--- src/rtl/cfgrd_pkg.sv ---
package cfgrd_pkg;

  localparam int BYTE_W = 8;

  typedef logic [2:0] bitpos_t;

  // Stored pattern: byte at address a is (29*a + 7) mod 256.
  function automatic logic [BYTE_W-1:0] seed_byte(input int a);
    return BYTE_W'((a * 29 + 7) % 256);
  endfunction

endpackage

--- src/rtl/cfgrd_tick_gen.sv ---
module cfgrd_tick_gen #(
  parameter bit CLK_SRC_INT = 1'b0,
  parameter int OSC_DIV     = 4
) (
  input  logic clk,
  input  logic rst,
  input  logic ext_clk,
  output logic tick,
  output logic clk_mon
);
  localparam int DIV_W = (OSC_DIV > 1) ? $clog2(OSC_DIV) : 1;

  logic [2:0] sync_q;
  logic       ext_tick_q;
  logic       osc_tick;
  logic       osc_mon;

  // Synchroniser plus rising-edge detector for the external clock.
  always_ff @(posedge clk) begin
    if (rst) begin
      sync_q     <= '0;
      ext_tick_q <= 1'b0;
    end else begin
      sync_q     <= {sync_q[1:0], ext_clk};
      ext_tick_q <= sync_q[1] & ~sync_q[2];
    end
  end

  generate
    if (CLK_SRC_INT) begin : g_osc
      logic [DIV_W-1:0] div_cnt;
      logic             osc_tick_q;
      logic             osc_mon_q;
      always_ff @(posedge clk) begin
        if (rst) begin
          div_cnt    <= '0;
          osc_tick_q <= 1'b0;
          osc_mon_q  <= 1'b0;
        end else begin
          if (div_cnt == DIV_W'(OSC_DIV - 1)) begin
            div_cnt    <= '0;
            osc_tick_q <= 1'b1;
          end else begin
            div_cnt    <= div_cnt + 1'b1;
            osc_tick_q <= 1'b0;
          end
          osc_mon_q <= (div_cnt < DIV_W'(OSC_DIV / 2));
        end
      end
      assign osc_tick = osc_tick_q;
      assign osc_mon  = osc_mon_q;
    end else begin : g_ext
      assign osc_tick = 1'b0;
      assign osc_mon  = 1'b0;
    end
  endgenerate

  assign tick    = CLK_SRC_INT ? osc_tick : ext_tick_q;
  assign clk_mon = CLK_SRC_INT ? osc_mon  : sync_q[2];

endmodule

--- src/rtl/cfgrd_addr_seq.sv ---
module cfgrd_addr_seq #(
  parameter int                      ADDR_W    = 6,
  parameter int                      NUM_REV   = 4,
  parameter int                      REV_W     = 2,
  parameter logic [NUM_REV*ADDR_W-1:0] REV_START = '0,
  parameter logic [NUM_REV*ADDR_W-1:0] REV_END   = '0
) (
  input  logic              clk,
  input  logic              rst,
  input  logic              tick,
  input  logic              chip_en_n,
  input  logic              oe_rst_n,
  input  logic              busy,
  input  logic              cfg_pulse,
  input  logic [REV_W-1:0]  rev_sel,
  input  logic              par_mode,
  output logic [ADDR_W-1:0] addr_q,
  output cfgrd_pkg::bitpos_t bit_q,
  output logic              done_q,
  output logic              pulse_rise,
  output logic [REV_W-1:0]  rev_q
);
  logic pulse_d;
  logic hold;
  logic go;
  logic at_end;

  function automatic logic [ADDR_W-1:0] start_of(input logic [REV_W-1:0] r);
    return REV_START[r*ADDR_W +: ADDR_W];
  endfunction

  function automatic logic [ADDR_W-1:0] end_of(input logic [REV_W-1:0] r);
    return REV_END[r*ADDR_W +: ADDR_W];
  endfunction

  always_ff @(posedge clk) begin
    if (rst) pulse_d <= 1'b1;
    else     pulse_d <= cfg_pulse;
  end

  assign pulse_rise = cfg_pulse & ~pulse_d;
  assign hold       = chip_en_n | ~oe_rst_n;
  assign go         = tick & ~hold & cfg_pulse & ~(par_mode & busy) & ~done_q;
  assign at_end     = (addr_q == end_of(rev_q));

  always_ff @(posedge clk) begin
    if (rst) begin
      rev_q  <= '0;
      addr_q <= start_of('0);
      bit_q  <= '0;
      done_q <= 1'b0;
    end else if (pulse_rise) begin
      rev_q  <= rev_sel;
      addr_q <= start_of(rev_sel);
      bit_q  <= '0;
      done_q <= 1'b0;
    end else if (hold) begin
      addr_q <= start_of(rev_q);
      bit_q  <= '0;
      done_q <= 1'b0;
    end else if (go) begin
      if (!par_mode && bit_q != 3'd7) begin
        bit_q <= bit_q + 1'b1;
      end else if (at_end) begin
        done_q <= 1'b1;
      end else begin
        addr_q <= addr_q + 1'b1;
        bit_q  <= '0;
      end
    end
  end

endmodule

--- src/rtl/cfgrd_rom.sv ---
module cfgrd_rom #(
  parameter int ADDR_W = 6
) (
  input  logic                          clk,
  input  logic [ADDR_W-1:0]             addr,
  output logic [cfgrd_pkg::BYTE_W-1:0]  rd_q
);
  localparam int DEPTH = 2 ** ADDR_W;

  logic [cfgrd_pkg::BYTE_W-1:0] mem [DEPTH];

  initial begin
    for (int i = 0; i < DEPTH; i++) mem[i] = cfgrd_pkg::seed_byte(i);
  end

  always_ff @(posedge clk) begin
    rd_q <= mem[addr];
  end

endmodule

--- src/rtl/cfgrd_out_stage.sv ---
module cfgrd_out_stage (
  input  logic                          clk,
  input  logic                          rst,
  input  logic [cfgrd_pkg::BYTE_W-1:0]  rd_byte,
  input  cfgrd_pkg::bitpos_t            bit_pos,
  input  logic                          par_mode,
  input  logic                          chip_en_n,
  input  logic                          oe_rst_n,
  input  logic                          clk_mon,
  output logic [cfgrd_pkg::BYTE_W-1:0]  data_out,
  output logic                          data0_oe,
  output logic                          data_hi_oe,
  output logic                          clk_out,
  output logic                          clk_out_oe
);
  cfgrd_pkg::bitpos_t bit_d;
  logic               live;

  assign live = ~chip_en_n & oe_rst_n;

  always_ff @(posedge clk) begin
    if (rst) begin
      bit_d      <= '0;
      data_out   <= '0;
      data0_oe   <= 1'b0;
      data_hi_oe <= 1'b0;
      clk_out    <= 1'b0;
      clk_out_oe <= 1'b0;
    end else begin
      bit_d      <= bit_pos;
      data_out   <= par_mode ? rd_byte
                             : {{(cfgrd_pkg::BYTE_W-1){1'b0}}, rd_byte[3'd7 - bit_d]};
      data0_oe   <= live;
      data_hi_oe <= live & par_mode;
      clk_out    <= clk_mon;
      clk_out_oe <= live;
    end
  end

endmodule

--- src/rtl/cfg_rom_reader.sv ---
module cfg_rom_reader #(
  parameter int                        ADDR_W      = 6,
  parameter int                        NUM_REV     = 4,
  parameter logic [NUM_REV*ADDR_W-1:0] REV_START   = {6'd48, 6'd32, 6'd16, 6'd0},
  parameter logic [NUM_REV*ADDR_W-1:0] REV_END     = {6'd63, 6'd47, 6'd31, 6'd15},
  parameter bit                        CLK_SRC_INT = 1'b0,
  parameter int                        OSC_DIV     = 4,
  localparam int                       REV_W       = (NUM_REV > 1) ? $clog2(NUM_REV) : 1
) (
  input  logic             clk,
  input  logic             rst,
  input  logic             cfg_clk_in,
  input  logic             chip_en_n,
  input  logic             oe_rst_n,
  input  logic             busy,
  input  logic             cfg_pulse,
  input  logic [REV_W-1:0] rev_sel,
  input  logic             par_mode,
  output logic [7:0]       data_out,
  output logic             data0_oe,
  output logic             data_hi_oe,
  output logic             clk_out,
  output logic             clk_out_oe,
  output logic             done
);
  logic               tick;
  logic               clk_mon;
  logic [ADDR_W-1:0]  addr_q;
  cfgrd_pkg::bitpos_t bit_q;
  logic               done_q;
  logic               pulse_rise;
  logic [REV_W-1:0]   rev_q;
  logic [7:0]         rd_byte;

  cfgrd_tick_gen #(
    .CLK_SRC_INT(CLK_SRC_INT),
    .OSC_DIV    (OSC_DIV)
  ) u_tick (
    .clk    (clk),
    .rst    (rst),
    .ext_clk(cfg_clk_in),
    .tick   (tick),
    .clk_mon(clk_mon)
  );

  cfgrd_addr_seq #(
    .ADDR_W   (ADDR_W),
    .NUM_REV  (NUM_REV),
    .REV_W    (REV_W),
    .REV_START(REV_START),
    .REV_END  (REV_END)
  ) u_seq (
    .clk       (clk),
    .rst       (rst),
    .tick      (tick),
    .chip_en_n (chip_en_n),
    .oe_rst_n  (oe_rst_n),
    .busy      (busy),
    .cfg_pulse (cfg_pulse),
    .rev_sel   (rev_sel),
    .par_mode  (par_mode),
    .addr_q    (addr_q),
    .bit_q     (bit_q),
    .done_q    (done_q),
    .pulse_rise(pulse_rise),
    .rev_q     (rev_q)
  );

  cfgrd_rom #(
    .ADDR_W(ADDR_W)
  ) u_rom (
    .clk (clk),
    .addr(addr_q),
    .rd_q(rd_byte)
  );

  cfgrd_out_stage u_out (
    .clk       (clk),
    .rst       (rst),
    .rd_byte   (rd_byte),
    .bit_pos   (bit_q),
    .par_mode  (par_mode),
    .chip_en_n (chip_en_n),
    .oe_rst_n  (oe_rst_n),
    .clk_mon   (clk_mon),
    .data_out  (data_out),
    .data0_oe  (data0_oe),
    .data_hi_oe(data_hi_oe),
    .clk_out   (clk_out),
    .clk_out_oe(clk_out_oe)
  );

  assign done = done_q;

endmodule

--- config.mk ---
export PLATFORM = sky130hd
export DESIGN_NAME = cfg_rom_reader
export DESIGN_NICKNAME = d
export VERILOG_FILES = /design/src/rtl/cfgrd_pkg.sv /design/src/rtl/cfgrd_tick_gen.sv /design/src/rtl/cfgrd_addr_seq.sv /design/src/rtl/cfgrd_rom.sv /design/src/rtl/cfgrd_out_stage.sv /design/src/rtl/cfg_rom_reader.sv
export SDC_FILE = /design/constraint.sdc
export NUM_CORES = 1
export LEC_CHECK = 0
export BUFFER_PORTS_ARGS = -buffer_cell sky130_fd_sc_hd__buf_2
export CAP_MARGIN = 25
export CORE_AREA = 3 3 62 64
export CTS_CLUSTER_SIZE = 40
export DETAILED_ROUTE_END_ITERATION = 8
export DIE_AREA = 0 0 65 67
export PLACE_DENSITY = 0.77
export SYNTH_ARGS = -nofsm -noshare
export SYNTH_HDL_FRONTEND = slang
export SYNTH_SLANG_ARGS = --single-unit
export TNS_END_PERCENT = 10
--- constraint.sdc ---
create_clock -name clk -period 4.95 [get_ports clk]
set_input_delay 0.2475 -clock clk [delete_from_list [all_inputs] [get_ports clk]]
set_output_delay 0.2475 -clock clk [all_outputs]
set_load 0.05 [all_outputs]
Yosys cells after proc, flatten, opt, wreduce, memory -nomap -nowiden
Memories as Yosys holds them, arrays and structs flattened. A register that Yosys moved wholly into a read port is not among the register bits. Cells that the tools add are included.

Register bits after elaboration: 31. Bits in read-only memories: 512. Input bits: 10. Memories: 1.

Add/sub/neg operators: 3. Multiply operators: 2. $lt $le $gt $ge: 1. Equality and inequality tests: 5. Shifts and indexed selects: 3. Multiplexer cells: 10. Bitwise gates (word level): 19. Reduce and logical (&&, ||, !) cells: 8.

Memory list: u_rom.mem (words 64, width 8, rd ports 1, clocked after Yosys merged registers in 1, write ports 0, RTL line cfgrd_rom.sv:10) `logic [cfgrd_pkg::BYTE_W-1:0] mem [DEPTH];`.

Operators by type and width (count): indexed part select 24 x 6 -> 6 bit (first input constant) (3); 2-to-1 mux 6 bit (5); bitwise AND 1 bit (9); NOT 1 bit (9); multiplier 2 x 2 -> 4 bit (second input constant) (2); adder 6 x 1 -> 6 bit (second input constant) (1); == test 6 bit (1); 2-to-1 mux 3 bit (2); != test 3 x 2 -> 1 bit (second input constant) (2); AND reduction 3 bit (2); < comparator 3 x 4 -> 1 bit (second input constant) (1); adder 3 x 1 -> 3 bit (second input constant) (1); binary-select mux 1 bit (select 3 bit) (1); != test 3 bit (second input constant) (1); nonzero test 3 bit (1); OR reduction 3 bit (1); subtractor 3 bit (first input constant) (1); 2-to-1 mux 1 bit (2); != test 2 bit (second input constant) (1); AND reduction 2 bit (1); OR reduction 2 bit (1); logical AND 1 bit (1); logical NOT 1 bit (1); OR 1 bit (1).

Depth between registers and ports, before layout
Depth after elaboration: 10. Gate-level depth with buffers: 8. Mapped depth without buffers: 7.

Hierarchy
Synthesis repeated with hierarchy kept, for this count alone.

Cells, all modules: 226. Area, all modules: 2065.7 um^2.

Modules (own cells, without submodules): cfgrd_rom (times used 1, cells each 98, area an instance 780.7 um^2); cfgrd_addr_seq (times used 1, cells each 82, area an instance 703.2 um^2); cfgrd_out_stage (times used 1, cells each 38, area an instance 470.5 um^2); cfgrd_tick_gen (times used 1, cells each 8, area an instance 111.4 um^2).

Least setup slack after synthesis
Ideal clock, no wire load.

Path type: register to register. Start point: register u_seq.addr_q[0]. End point: register u_rom.rd_q[5] (netlist name) (read register of u_rom.mem). Arrival: 1822 ps. Required time: 4830 ps. Slack: 3008 ps. Stages on the path, launching flop included: 9. Cells stage by stage: dfxtp_1 clkbuf_1 inv_1 ha_1 nor2_1 inv_1 mux4_2 o21ai_0 nand2_1.

RTL lines: start, declared (RTL line cfgrd_addr_seq.sv:17) `output logic [ADDR_W-1:0] addr_q,`; start signal, assigned (RTL line cfgrd_addr_seq.sv:49) `addr_q <= start_of('0);`; start signal, assigned (RTL line cfgrd_addr_seq.sv:54) `addr_q <= start_of(rev_sel);`; start signal, assigned (RTL line cfgrd_addr_seq.sv:58) `addr_q <= start_of(rev_q);`; end, declared (RTL line cfgrd_rom.sv:6) `output logic [cfgrd_pkg::BYTE_W-1:0] rd_q`.

Final worst setup path
Start point: register u_seq.addr_q[3]. End point: register u_seq.addr_q[4].

Longest elaborated chain between the ends: 6. Elaborated cells on any way between the ends: 9.

RTL lines: adder 6 x 1 -> 6 bit (RTL line cfgrd_addr_seq.sv:67) `addr_q <= addr_q + 1'b1;`; 2-to-1 mux 6 bit (RTL line cfgrd_addr_seq.sv:64) `end else if (at_end) begin`; 2-to-1 mux 6 bit (RTL line cfgrd_addr_seq.sv:62) `if (!par_mode && bit_q != 3'd7) begin`; 2-to-1 mux 6 bit (RTL line cfgrd_addr_seq.sv:61) `end else if (go) begin`; 2-to-1 mux 6 bit (RTL line cfgrd_addr_seq.sv:57) `end else if (hold) begin`; 2-to-1 mux 6 bit (RTL line cfgrd_addr_seq.sv:52) `end else if (pulse_rise) begin`.

Several ways; a longest one is shown, not always the timed one. The select of a mux whose other input is x is not followed. A chain may end at the register's enable or synchronous reset.

==> flow_summary.toml <==
[die]
die_y_um = 67
io_pins = 23
start_util_pct = 57.5
dieArea_um2 = 4360
die_w_um = 65
core.rowCount = 21
core_area_um2 = 3340

[timing]
final_max_slew_viol_count = 0
slew_headroom_pct = 45.8
hold_violations = 0
fin_crit_sh_pct = 43.0
rsz0062_at_grt = "false"
skew_ns = 0.00576
finalCriticalPeriod_ns = 2.13
timing.fmax_mhz = 469
setup_viol_count_final = 0
final.setup.tns_ns = 0
worst_slack_ns = 2.82
tightestPinTransition_ns = 0.811

[finish]
areaGrowthSynthToFinish_pct = 10.2
final_cell_mix = "39 x dfxtp_1, 22 x nor2_1, 22 x buf_2"
final_common_cell = "dfxtp_1"
final_nets = 249
fin_cells = 271
fillers = 285
drive_gt1_share_pct = 19.6
antenna_cells = 0

[worst_setup_path]
worstPathArrival_ns = 2.44
worstSetupPathType = "reg2reg"
r2r_end = "u_seq.addr_q[4]"
end_kind = "register"
critPathRequiredTime_ns = 5.26
cp-startpoint = "u_seq.addr_q[3]"
r2r_slack_ns = 2.82
r2r-start = "u_seq.addr_q[3]"
worstRegToRegCells = 5
path_max_fanout = 23
crit_path_start_kind = "register"

[grt]
grt_overflow_total = 0
antenna_found_initial = 0
grt_pass1_vias = 1245
grt_pass1_wl_um = 5750
grt_usage_pct = 17.6
grt_max_degree = 24

[cts]
cts_resized = 0
clockBufferDepth = 2
cts_setup_buffers = 0
clkTransAtPathRegs_ns = 0.12
worstSkewPairLatency_ns = 0.35
cts_tree = "yes"
cts-root-buf = "clkbuf_4"
cts_sinks = 39
h-tree-depth = 2
cts_inserted_buffers = 5
holdBufCountCts = 0

[synth]
synthesis.area_um2 = 1920
ys_warn_count = 0
ys_seq_area_share_pct = 40.7
ys_seq_elements = 39
syn_inst = 206
syn_avg_cell_area_um2 = 9.32
syn_nets = 231
synth_cell_types = 36

[routing]
wl_per_cell_um = 12.6
antenna_left = 0
route.detailed.drc = 0
via_per_inst = 5.31
first_iter_violations = 82
vias = 1439
wirelength_um = 3420
drt_first_pass_iters = 4

[worst_hold_path]
hold_path.class = "in2reg"
holdPathStages = 2
min-delay-start = "cfg_clk_in"
worstHoldEndpoint = "u_tick.sync_q[0]"

[job]
drv_cap = 0

[place]
dpl.hpwl_um = 2440
dp.cells = 263
port_buffers = 22
post-place-ws_ns = 2.89
gp_congestion = 0.780

[pwr]
total_power_w = 0.000588
pwr_density_cell_nw_per_um2 = 278
leakagePower_nw = 0.875
irDropWorstVdd_v = 0.000127

[outcome]
status = "finished, final reports clean"
==> layer usage <==
layer	share of wire (%)	routed length, um	global-route usage (%)
met5	0	0	0
met4	2.0	67	7.39
met3	6.4	220	5.06
met2	47	1600	27.6
met1	45	1520	22.6
==> cells in the mapped netlist <==
library cell  instances  share of area, %
o22ai_1               2              0.65
mux4_2                4               4.7
buf_2                 3              0.78
a211oi_1              3               1.2
xnor2_1               4               1.8
a211o_1               1              0.46
or3_1                 1              0.33
nand3_1               3              0.78
clkbuf_1              5              0.98
nand4_1               1              0.33
and2_1                8               2.6
nand2b_1              2              0.65
xor2_1                5               2.3
nor3_2                2               1.0
a22oi_1               2              0.78
mux2_2                3               1.8
dfxtp_1              39                41
nor4_1                1              0.33
or2_2                 2              0.65
o211ai_1              1              0.39
a21oi_1              17               4.4
nor2_1               22               4.3
nor2b_1              12               3.9
inv_1                 7               1.4
o21ba_2               1              0.52
buf_1                 1              0.20
nor3b_1               1              0.39
nand2_1              15               2.9
a21o_1                1              0.39
nor3_1                3              0.78
buf_4                 2              0.78
o21ai_0               8               2.1
nor4_2                1              0.65
ha_1                 15               9.8
mux2i_1               7               3.7
a211oi_2              1              0.65
==> per-stage QoR <==
| stage | hold slack (ns) | cell area (um2) | utilization, % |
|---|---|---|---|
| 6_report | 0.102 | 2120 | 63.4 |
| 3_3_place_gp | 0.400 | 2030 | 61.0 |
| 2_1_floorplan | 0.319 | 1920 | - |
| 5_1_grt | 0.0887 | 2120 | 63.4 |
| 3_5_place_dp | 0.402 | 2030 | 61.0 |
| 4_1_cts | 0.0900 | 2120 | 63.4 |
==> worst max path at each step <==
stage	endpoint	cells past startpoint
6_report	u_seq.addr_q[4]	5
4_1_cts	u_seq.addr_q[4]	5
5_1_grt	u_seq.addr_q[4]	5
3_3_place_gp	u_seq.addr_q[4]	4
2_1_floorplan	u_rom.rd_q[5]	8
3_5_place_dp	u_seq.addr_q[4]	5
==> cell families (layout without fill, tap and decap cells) <==
family | Yosys count | in the layout | share of synthesized area [%]
buffers and inverters | 18 | 37 | 4.11
AO/OA/AOI/OAI | 37 | 37 | 11.5
XOR/XNOR | 9 | 9 | 4.11
multiplexers | 14 | 14 | 10.1
AND/OR/NAND/NOR | 74 | 74 | 19.7
flip-flops | 39 | 39 | 40.7
adder cells (fa/ha/maj) | 15 | 15 | 9.78
==> power by group <==
group          total (W)  internal, W  switching (W)
combinational  0.0000439    0.0000167      0.0000271
clock           0.000216     0.000106       0.000109
sequential      0.000329     0.000322     0.00000714
total           0.000588     0.000445       0.000144
==> registers in the layout (all words and copies together), names as in the netlist <==
| signal | flops |
|---|---|
| u_out.bit_d | 3 |
| u_seq.pulse_d | 1 |
| u_out.data_hi_oe | 1 |
| u_seq.addr_q | 6 |
| u_tick.sync_q | 3 |
| u_seq.bit_q | 3 |
| u_out.clk_out | 1 |
| u_out.data0_oe | 1 |
| u_tick.tick | 1 |
| u_out.data_out | 8 |
| u_rom.rd_q | 8 |
| u_seq.done_q | 1 |
| u_seq.rev_q | 2 |
==> cell type report <==
type / instances / area [um2] / area share (%)
multi-input cells: 149 / 1060 / 50.1
flip-flops and latches: 39 / 781 / 36.9
repair buffers: 22 / 110 / 5.20
well taps: 46 / 57.6 / 2.72
clock inverters: 3 / 43.8 / 2.07
clock buffers: 5 / 37.5 / 1.77
inverters: 7 / 26.3 / 1.24
==> critical path: stages (launching register included) <==
cell	delay [ns]
dfxtp_1	0.87
nand3_1	0.28
nor3_2	0.42
nor3_2	0.16
nor3b_1	0.24
a211o_1	0.12
(Power assumes the default switching activity.)
